==> config.mk <==
export PLATFORM = sky130hd
export DESIGN_NAME = strap_probe_decoder
export DESIGN_NICKNAME = d
export VERILOG_FILES = /design/src/rtl/strap_probe_pkg.sv /design/src/rtl/strap_sync.sv /design/src/rtl/strap_sequencer.sv /design/src/rtl/strap_classifier.sv /design/src/rtl/strap_probe_decoder.sv
export SDC_FILE = /design/constraint.sdc
export NUM_CORES = 1
export LEC_CHECK = 0
export ABC_AREA = 1
export BUFFER_PORTS_ARGS = -buffer_cell sky130_fd_sc_hd__clkbuf_2
export CAP_MARGIN = 10
export CORE_ASPECT_RATIO = 1.4
export CORE_MARGIN = 2
export CORE_UTILIZATION = 49
export DETAILED_ROUTE_END_ITERATION = 8
export PLACE_DENSITY = 0.76
export RECOVER_POWER = 50
export SLEW_MARGIN = 20
export SYNTH_ARGS = -nofsm -noshare
export SYNTH_HDL_FRONTEND = slang
export SYNTH_SLANG_ARGS = --single-unit
==> constraint.sdc <==
create_clock -name clk -period 2.4 [get_ports clk]
set_input_delay 0 -clock clk [delete_from_list [all_inputs] [get_ports clk]]
set_output_delay 0 -clock clk [all_outputs]
set_load 0.01 [all_outputs]
==> src/rtl/strap_probe_pkg.sv <==
package strap_probe_pkg;

  localparam int SEL_COUNT        = 4;
  localparam int PHASES           = 3;
  localparam int FREQ_W           = 3;
  localparam int MODEM_W          = 4;
  localparam int MODEM_FSK_FIRST  = 6;
  localparam int MODEM_SQL_FIRST  = 11;
  localparam int MODEM_LAST       = 12;

  typedef enum logic [1:0] {
    STRAP_GND  = 2'd0,
    STRAP_VDD  = 2'd1,
    STRAP_OUT1 = 2'd2,
    STRAP_OUT0 = 2'd3
  } strap_t;

  typedef enum logic [1:0] {
    SEQ_LOWLOW = 2'd0,
    SEQ_P0HIGH = 2'd1,
    SEQ_P1HIGH = 2'd2,
    SEQ_DONE   = 2'd3
  } seq_state_t;

  typedef struct packed {
    logic   bad;
    strap_t code;
  } strap_class_t;

  typedef struct packed {
    logic              ok;
    logic [FREQ_W-1:0] idx;
  } freq_sel_t;

  typedef struct packed {
    logic               ok;
    logic [MODEM_W-1:0] idx;
  } modem_sel_t;

  // bit0: response in phase 1, bit1: phase 2, bit2: phase 3
  function automatic strap_class_t classify(input logic [PHASES-1:0] seen);
    strap_class_t r;
    r.bad  = 1'b0;
    r.code = STRAP_GND;
    case (seen)
      3'b000:  r.code = STRAP_GND;
      3'b111:  r.code = STRAP_VDD;
      3'b010:  r.code = STRAP_OUT0;
      3'b100:  r.code = STRAP_OUT1;
      default: r.bad  = 1'b1;
    endcase
    return r;
  endfunction

  function automatic freq_sel_t freq_decode(input strap_t s0, input strap_t s1);
    freq_sel_t r;
    r.ok  = ((s1 == STRAP_VDD) || (s1 == STRAP_OUT1)) && (s0 != STRAP_OUT0);
    r.idx = '0;
    if (r.ok)
      r.idx = {1'b0, s0} + ((s1 == STRAP_OUT1) ? FREQ_W'(3) : FREQ_W'(0));
    return r;
  endfunction

  function automatic modem_sel_t modem_decode(input strap_t s2, input strap_t s3);
    modem_sel_t         r;
    logic [MODEM_W-1:0] base;
    case (s3)
      STRAP_GND:  begin r.ok = 1'b1;                base = MODEM_W'(0);  end
      STRAP_VDD:  begin r.ok = (s2 == STRAP_GND) ||
                               (s2 == STRAP_VDD);   base = MODEM_W'(4);  end
      STRAP_OUT1: begin r.ok = 1'b1;                base = MODEM_W'(6);  end
      default:    begin r.ok = (s2 != STRAP_OUT0);  base = MODEM_W'(10); end
    endcase
    r.idx = r.ok ? (base + {2'b00, s2}) : '0;
    return r;
  endfunction

  function automatic logic modem_is_fsk(input logic [MODEM_W-1:0] idx);
    return idx >= MODEM_W'(MODEM_FSK_FIRST);
  endfunction

  function automatic logic modem_has_squelch(input logic [MODEM_W-1:0] idx);
    return (idx >= MODEM_W'(MODEM_SQL_FIRST)) && (idx <= MODEM_W'(MODEM_LAST));
  endfunction

endpackage

==> src/rtl/strap_sync.sv <==
module strap_sync #(
  parameter int WIDTH = 4
) (
  input  logic             clk,
  input  logic             rst_n,
  input  logic [WIDTH-1:0] async_i,
  output logic [WIDTH-1:0] sync_o
);

  for (genvar g = 0; g < WIDTH; g++) begin : g_bit
    logic meta_q, stable_q;
    always_ff @(posedge clk or negedge rst_n) begin
      if (!rst_n) begin
        meta_q   <= 1'b0;
        stable_q <= 1'b0;
      end else begin
        meta_q   <= async_i[g];
        stable_q <= meta_q;
      end
    end
    assign sync_o[g] = stable_q;
  end

endmodule

==> src/rtl/strap_sequencer.sv <==
module strap_sequencer
  import strap_probe_pkg::*;
#(
  parameter int SETTLE_CYCLES = 8
) (
  input  logic       clk,
  input  logic       rst_n,
  output logic       probe0_o,
  output logic       probe1_o,
  output logic       drive_o,
  output logic       samp_stb_o,
  output logic [1:0] samp_phase_o,
  output logic       done_o
);

  localparam int CNT_W = (SETTLE_CYCLES > 1) ? $clog2(SETTLE_CYCLES) : 1;
  localparam logic [CNT_W-1:0] CNT_LAST = CNT_W'(SETTLE_CYCLES - 1);

  seq_state_t       state_q;
  logic [CNT_W-1:0] cnt_q;
  logic             phase_end;

  assign phase_end = (cnt_q == CNT_LAST);

  always_ff @(posedge clk or negedge rst_n) begin
    if (!rst_n) begin
      state_q <= SEQ_LOWLOW;
      cnt_q   <= '0;
    end else if (state_q != SEQ_DONE) begin
      if (phase_end) begin
        cnt_q <= '0;
        case (state_q)
          SEQ_LOWLOW: state_q <= SEQ_P0HIGH;
          SEQ_P0HIGH: state_q <= SEQ_P1HIGH;
          default:    state_q <= SEQ_DONE;
        endcase
      end else begin
        cnt_q <= cnt_q + 1'b1;
      end
    end
  end

  assign probe0_o     = (state_q == SEQ_P0HIGH);
  assign probe1_o     = (state_q == SEQ_P1HIGH);
  assign drive_o      = (state_q != SEQ_DONE);
  assign samp_stb_o   = drive_o && phase_end;
  assign samp_phase_o = state_q;
  assign done_o       = (state_q == SEQ_DONE);

endmodule

==> src/rtl/strap_classifier.sv <==
module strap_classifier
  import strap_probe_pkg::*;
#(
  parameter int NSEL = SEL_COUNT
) (
  input  logic                 clk,
  input  logic                 rst_n,
  input  logic [NSEL-1:0]      sel_sync_i,
  input  logic                 samp_stb_i,
  input  logic [1:0]           samp_phase_i,
  output logic [NSEL-1:0][1:0] code_o,
  output logic [NSEL-1:0]      bad_o
);

  for (genvar g = 0; g < NSEL; g++) begin : g_sel
    logic [PHASES-1:0] seen_q;
    strap_class_t      cls;

    always_ff @(posedge clk or negedge rst_n) begin
      if (!rst_n) begin
        seen_q <= '0;
      end else if (samp_stb_i && (samp_phase_i != 2'd3)) begin
        seen_q[samp_phase_i] <= sel_sync_i[g];
      end
    end

    assign cls       = classify(seen_q);
    assign code_o[g] = cls.bad ? 2'b00 : cls.code;
    assign bad_o[g]  = cls.bad;
  end

endmodule

==> src/rtl/strap_probe_decoder.sv <==
module strap_probe_decoder
  import strap_probe_pkg::*;
#(
  parameter int SETTLE_CYCLES = 8
) (
  input  logic                   clk,
  input  logic                   rst_n,
  input  logic [SEL_COUNT-1:0]   sel_i,
  output logic                   probe_out0_o,
  output logic                   probe_out1_o,
  output logic                   probe_drive_o,
  output logic [2*SEL_COUNT-1:0] strap_code_o,
  output logic                   strap_err_o,
  output logic [FREQ_W-1:0]      freq_idx_o,
  output logic [MODEM_W-1:0]     modem_idx_o,
  output logic                   fsk_mode_o,
  output logic                   squelch_o,
  output logic                   invalid_o,
  output logic                   done_o
);

  logic [SEL_COUNT-1:0]      sel_sync;
  logic                      samp_stb;
  logic [1:0]                samp_phase;
  logic                      seq_done;
  logic [SEL_COUNT-1:0][1:0] codes;
  logic [SEL_COUNT-1:0]      bad;
  logic                      any_bad;
  freq_sel_t                 fsel;
  modem_sel_t                msel;
  logic                      result_bad;
  logic                      result_ok;

  strap_sync #(.WIDTH(SEL_COUNT)) u_sync (
    .clk     (clk),
    .rst_n   (rst_n),
    .async_i (sel_i),
    .sync_o  (sel_sync)
  );

  strap_sequencer #(.SETTLE_CYCLES(SETTLE_CYCLES)) u_seq (
    .clk          (clk),
    .rst_n        (rst_n),
    .probe0_o     (probe_out0_o),
    .probe1_o     (probe_out1_o),
    .drive_o      (probe_drive_o),
    .samp_stb_o   (samp_stb),
    .samp_phase_o (samp_phase),
    .done_o       (seq_done)
  );

  strap_classifier #(.NSEL(SEL_COUNT)) u_cls (
    .clk          (clk),
    .rst_n        (rst_n),
    .sel_sync_i   (sel_sync),
    .samp_stb_i   (samp_stb),
    .samp_phase_i (samp_phase),
    .code_o       (codes),
    .bad_o        (bad)
  );

  assign any_bad    = |bad;
  assign fsel       = freq_decode(strap_t'(codes[0]), strap_t'(codes[1]));
  assign msel       = modem_decode(strap_t'(codes[2]), strap_t'(codes[3]));
  assign result_bad = any_bad || !fsel.ok || !msel.ok;
  assign result_ok  = seq_done && !result_bad;

  assign done_o       = seq_done;
  assign strap_code_o = seq_done ? codes : '0;
  assign strap_err_o  = seq_done && any_bad;
  assign invalid_o    = seq_done && result_bad;
  assign freq_idx_o   = result_ok ? fsel.idx : '0;
  assign modem_idx_o  = result_ok ? msel.idx : '0;
  assign fsk_mode_o   = result_ok && modem_is_fsk(msel.idx);
  assign squelch_o    = result_ok && modem_has_squelch(msel.idx);

endmodule

== Yosys cells after proc, flatten, opt, wreduce, memory -nomap -nowiden ==
Index checks and enable logic that the tools add are counted.
Storage, ports and cells
  output and inout port bits: 23
  word-level logic and storage cells: 105
  memory bits (read-only): 0
  memories: 0
  bits in writable memories: 0
  bits of input ports: 6
  latch bits: 0
  register bits: 25
Operators by class
  shifts and indexed selects: 0
  bitwise operators: 0
  eq/ne operators: 24
  mux-type cells: 28
  divide/modulo/power cells: 0
  reduce and logical (&&, ||, !) cells: 31
  add/subtract/negate cells: 3
  order comparisons: 5
  $mul: 0
Operators by type and width (number)
  equality test 3 bit, second input constant: 9
  case mux 2 bit (3 select lines): 4
  OR reduction 4 bit: 5
  bitwise mux 3 bit: 4
  equality test 3 x 2 -> 1 bit, second input constant: 4
  zero test 3 bit: 4
  case mux 4 bit (3 select lines): 1
  logical AND 1 bit: 10
  2-to-1 mux 2 bit: 5
  2-to-1 mux 3 bit: 3
  equality test 2 x 1 -> 1 bit, second input constant: 4
  equality test 2 bit, second input constant: 4
  2-to-1 mux 4 bit: 2
  2-to-1 mux 8 bit: 1
  zero test 2 bit: 3
  inequality test 2 bit, second input constant: 3
  2-to-1 mux 1 bit: 5
  adder 4 x 2 -> 4 bit: 1
  >= comparator 4 x 3 -> 1 bit, second input constant: 1
  >= comparator 4 bit, second input constant: 1
  less-or-equal comparator 4 bit, second input constant: 1
  logical OR 1 bit: 4
  case mux 2 bit (2 select lines): 1
  adder 2 x 2 -> 3 bit: 1
  8 further kinds: 10

== Logic depth before layout (Yosys ltp) ==
  depth in word-level cells: 12
  mapped depth: 14
  gate-level depth less buffers: 14

== Cells and area by module ==
A second synthesis with hierarchy kept.
Second synthesis, totals
  cells, all modules: 203
  area total of the unflattened synthesis: 1564.0 µm²
By module, submodules not included
  strap_classifier: seq. area each 300.3 µm², instances 1, area an instance 649.4 µm², cells each 90
  strap_probe_decoder: seq. area each 0.0 µm², instances 1, area an instance 422.9 µm², cells each 70
  strap_sequencer: seq. area each 125.1 µm², instances 1, area an instance 261.5 µm², cells each 31
  strap_sync: seq. area each 200.2 µm², instances 1, area an instance 230.2 µm², cells each 12

== Worst setup path before layout ==
OpenSTA, ideal clock, no wires.
  path type: reg-to-output
  from: register u_cls.g_sel[3].seen_q[0]
  to: output port fsk_mode_o
  buffers on the path: 0
  required time: 2400 ps
  stages on the path, launching flop included: 12
  setup slack: 11 ps
  data arrival time: 2389 ps
  cell sequence: dfrtp_1 > nor2_1 > o21ai_0 > inv_1 > ha_1 > or2_2 > ha_1 > fa_1 > nand3_1 > o21ai_0 > nand2_1 > inv_1
On the way
  cells in the longest elaborated chain, start to end: 11
  elaborated cells on any way between the ends: 24
  those cells by class: add/sub (1); order compare (1); eq/ne (5); mux (6); reduce/logical (11)
RTL lines
  start: declaration: line strap_classifier.sv:16  | logic [PHASES-1:0] seen_q;
  start signal: indexed assignment: line strap_classifier.sv:23  | seen_q[samp_phase_i] <= sel_sync_i[g];
  parallel branches: the longest is 10 deep, another holds adder 4 x 2 -> 4 bit
  logical AND 1 bit *: line strap_probe_decoder.sv:74  | assign fsk_mode_o = result_ok && modem_is_fsk(msel.idx);
  end: declaration: line strap_probe_decoder.sv:16  | output logic fsk_mode_o,
Mark *: on every way between the ends.

== Worst setup path in the final report ==
  from: register u_cls.g_sel[3].seen_q[0]
  to: output port squelch_o
On the way
  cells in the longest elaborated chain, start to end: 11
  elaborated cells on any way between the ends: 26
  those cells by class: add/sub (1); order compare (2); eq/ne (5); mux (6); reduce/logical (12)
RTL lines
  parallel branches: the longest is 10 deep, another holds adder 4 x 2 -> 4 bit
  logical AND 1 bit *: line strap_probe_decoder.sv:75  | assign squelch_o = result_ok && modem_has_squelch(msel.idx);
  end: declaration: line strap_probe_decoder.sv:17  | output logic squelch_o,
Marked as above.

==> impl_results.md <==
* Hold Path Origin: u_sync.g_bit[1].meta_q$_DFF_PN0_
* Cells after synthesis at 189
* Syn Nets at 205
* Total Wirelength at 2970 um
* Largest net degree at the start of global routing at 26
* Pre-antenna DRT Iters at 4
* Layout cell share with drive strength beyond 1 at 31.3%
* Critical path buffers and inverters at 2
* Worst rel slew slack at 14.1%
* Ranking of synthesized cells by area: dfrtp_1, nand2_1, inv_1, ha_1, nor2_1
* CP max-delay cell: fa_1
* Wirelength per Cell at 10.7 um
* Die Area at 3390 um^2
* Final Wtd Congestion at 0.792
* Total CTS buffers at 3
* Deepest clock path buffer count at 2
* Initial antenna violation count at 0
* Via density at 4.94
* CP most frequent cell: nand2_1
* Cell chain of the critical path: inv_2 -> nand2_1 -> nand2_2 -> nand2_2 -> ha_2 -> or2_4 -> ha_4 -> fa_1 -> nand3_4 -> nor2_4 -> nand2_1 -> nand2_1 -> nor2_1 -> buf_2
* Die Ht at 68.1 um
* I/O Buffers at 28
* Yosys synthesis warning count at 0
* Failing checks: negative setup slack
* DR iter-0 viols at 30
* Residual DRC at 0
* CP peak stage delay at 520 ps
* Worst-path clk slew at 80 ps
* Mapped Area at 1440 um^2
* Setup ws final at -192 ps
* Worst R2R Path Depth at 5
* Flops & latches, synth at 25
* Worst hold path class: flip-flop to flip-flop
* Mean area per synthesized cell at 7.61 um^2
* Synth top area share at 43.5%
* Unrepaired setup endpoints after global routing: yes
* Power Total at 923 uW
* Worst reg2reg startpoint: u_seq.cnt_q[0]$_DFFE_PN0N_
* Critical Path Sink Type: output pin
* First-pass GRT wire length at 4870 um
* Peak supply drop at 0.000493 V
* Clock tree from TritonCTS: yes
* Tmin final at 2590 ps
* Cell Pwr Density at 475 nW/um^2
* Hold path depth at 0
* Area grow syn2layout at 35.2%
* Reg2Reg Setup Slack at 1030 ps
* Starting density of the core at 51.0%
* Leakage at 0.00106 uW
* Gr usage total at 18.6%
* Utilization after layout at 68.9%
* Worst-path fanout max at 5
* Data required, critical path at 2400 ps
* Antenna Cells at 0
* Cell family contributing the most delay on the critical path: simple AND/OR/NAND/NOR gates
* Status: finished, violations left
* Synth unique cells at 22
* Total number of vias at 1,367
* Hold_ws at 353 ps
* Gr ovfl total at 0
* Post-DP HPWL at 2030 um
* Max Cap Viol at 0
* Post-Place Cells at 260
* Num rows at 23
* DIE WIDTH at 49.8 um
* Cell taking the most area after synthesis: dfrtp_1
* Clk sinks at 25
* Sequential-to-total area share from yosys stat at 43.5%
* Worst Setup Path Type: flip-flop to output pin
* Fillers at 247
* Final ANT Viol Nets at 0
* Max Clock Skew at 5.65 ps
* # nets final at 257
* Final hold vios at 0
* Hold EP: u_sync.g_bit[1].stable_q$_DFF_PN0_
* Period utilisation layout at 108%
* Worst-Margin Slew at 1290 ps
* Setup Viol. Count Final at 10
* Via count of the first global-routing pass at 1,198
* Fmax at 386 MHz
* Core Region at 2820 um^2
* Final instance count without filler cells at 277
* Worst skew pair latency at 260 ps
* RR Endpoint: u_seq.samp_phase_o[0]$_DFFE_PN0P_
* I/O Pins at 29
* Worst EP arrival at 2590 ps
* Setup_tns at -1000 ps
* Final Max Tran Viols at 0
* Crit start category: flip-flop
* CTS root buffer: clkbuf_8
* # H-tree levels at 1
## logic make-up (layout without fill, tap and decap cells)
group                      count (synthesis)  count (layout)  synth area share [%]
adders and majority gates                 10              10                  9.75
buffers and inverters                     33              84                  8.62
and+or+nand+nor                           98              98                  29.9
AOI/OAI and AO/OA                         23              23                  8.27
DFF                                       25              25                  43.5
## registers in the layout, indices dropped and copies added (netlist names)
name / cells
u_sync.g_bit.stable_q: 4
u_cls.g_sel.seen_q: 12
u_seq.samp_phase_o: 2
u_seq.cnt_q: 3
u_sync.g_bit.meta_q: 4
## synthesized netlist by cell type, drive strengths merged
cell type / n
nand2: 52
inv: 32
nor2: 27
dfrtp: 25
o21ai: 17
nand3: 11
ha: 8
a21oi: 4
or2: 3
fa: 2
nand4: 2
nor3: 2
a21boi: 1
clkbuf: 1
nor4: 1
o22ai: 1
## what timing repair did
item,in CTS,in global routing
hold buffers,5,0
buffers inserted,7,2
endpoints found under the hold margin,29,0
pin swaps,9,11
setup endpoints to repair,4,10
resized for setup,13,21
## layout make-up
class / instances / area (um^2) / area share, %
multi-input cells: 131 / 803 / 41.3
flip-flops and latches: 25 / 627 / 32.3
repair buffers: 48 / 302 / 15.5
inverters: 32 / 120 / 6.18
well taps: 37 / 46.3 / 2.38
clock buffers: 4 / 45.0 / 2.32
## layout by cell type (no fill, tap or decap), drive strengths merged
cell type / instances
nor3: 2
nand3: 11
inv: 32
nor2: 27
nand2: 52
ha: 8
nand4: 2
buf: 18
nor4: 1
a21boi: 1
o22ai: 1
dlygate4sd3: 5
a21oi: 4
clkbuf: 29
or2: 3
o21ai: 17
fa: 2
dfrtp: 25
## worst max-delay path by stage
stage	from	to	slack, ps	cells after the start
floorplan	u_cls.g_sel[3].seen_q[0]$_DFFE_PN0P_	fsk_mode_o	10	11
global placement	u_cls.g_sel[3].seen_q[0]$_DFFE_PN0P_	fsk_mode_o	-20	14
detailed placement	u_cls.g_sel[3].seen_q[0]$_DFFE_PN0P_	fsk_mode_o	-90	14
CTS	u_cls.g_sel[3].seen_q[0]$_DFFE_PN0P_	squelch_o	-240	15
global route	u_cls.g_sel[3].seen_q[0]$_DFFE_PN0P_	squelch_o	-340	15
finish	u_cls.g_sel[3].seen_q[0]$_DFFE_PN0P_	squelch_o	-190	14
## power breakdown
| part | internal (uW) | leakage [uW] | total (uW) | switching [uW] |
|---|---|---|---|---|
| combinational | 104 | 0.000750 | 231 | 127 |
| clock | 118 | 0.0000228 | 241 | 122 |
| sequential | 438 | 0.000291 | 451 | 13.3 |
| total | 661 | 0.00106 | 923 | 262 |
## metal layers
layer,vias up,part of all wire (%),GRT usage (%)
met3,10,2.5,1.31
met1,635,38,19.6
li1,691,-,-
met2,31,57,37.5
met4,0,2.3,8.33
met5,-,0,0
## stage by stage
stage               setup slack [ps]  area, um^2
floorplan                       11.4        1440
global placement               -18.1        1670
detailed placement             -85.5        1670
CTS                             -241        1870
global route                    -340        1940
finish                          -192        1940
(Power assumes the default switching activity.)
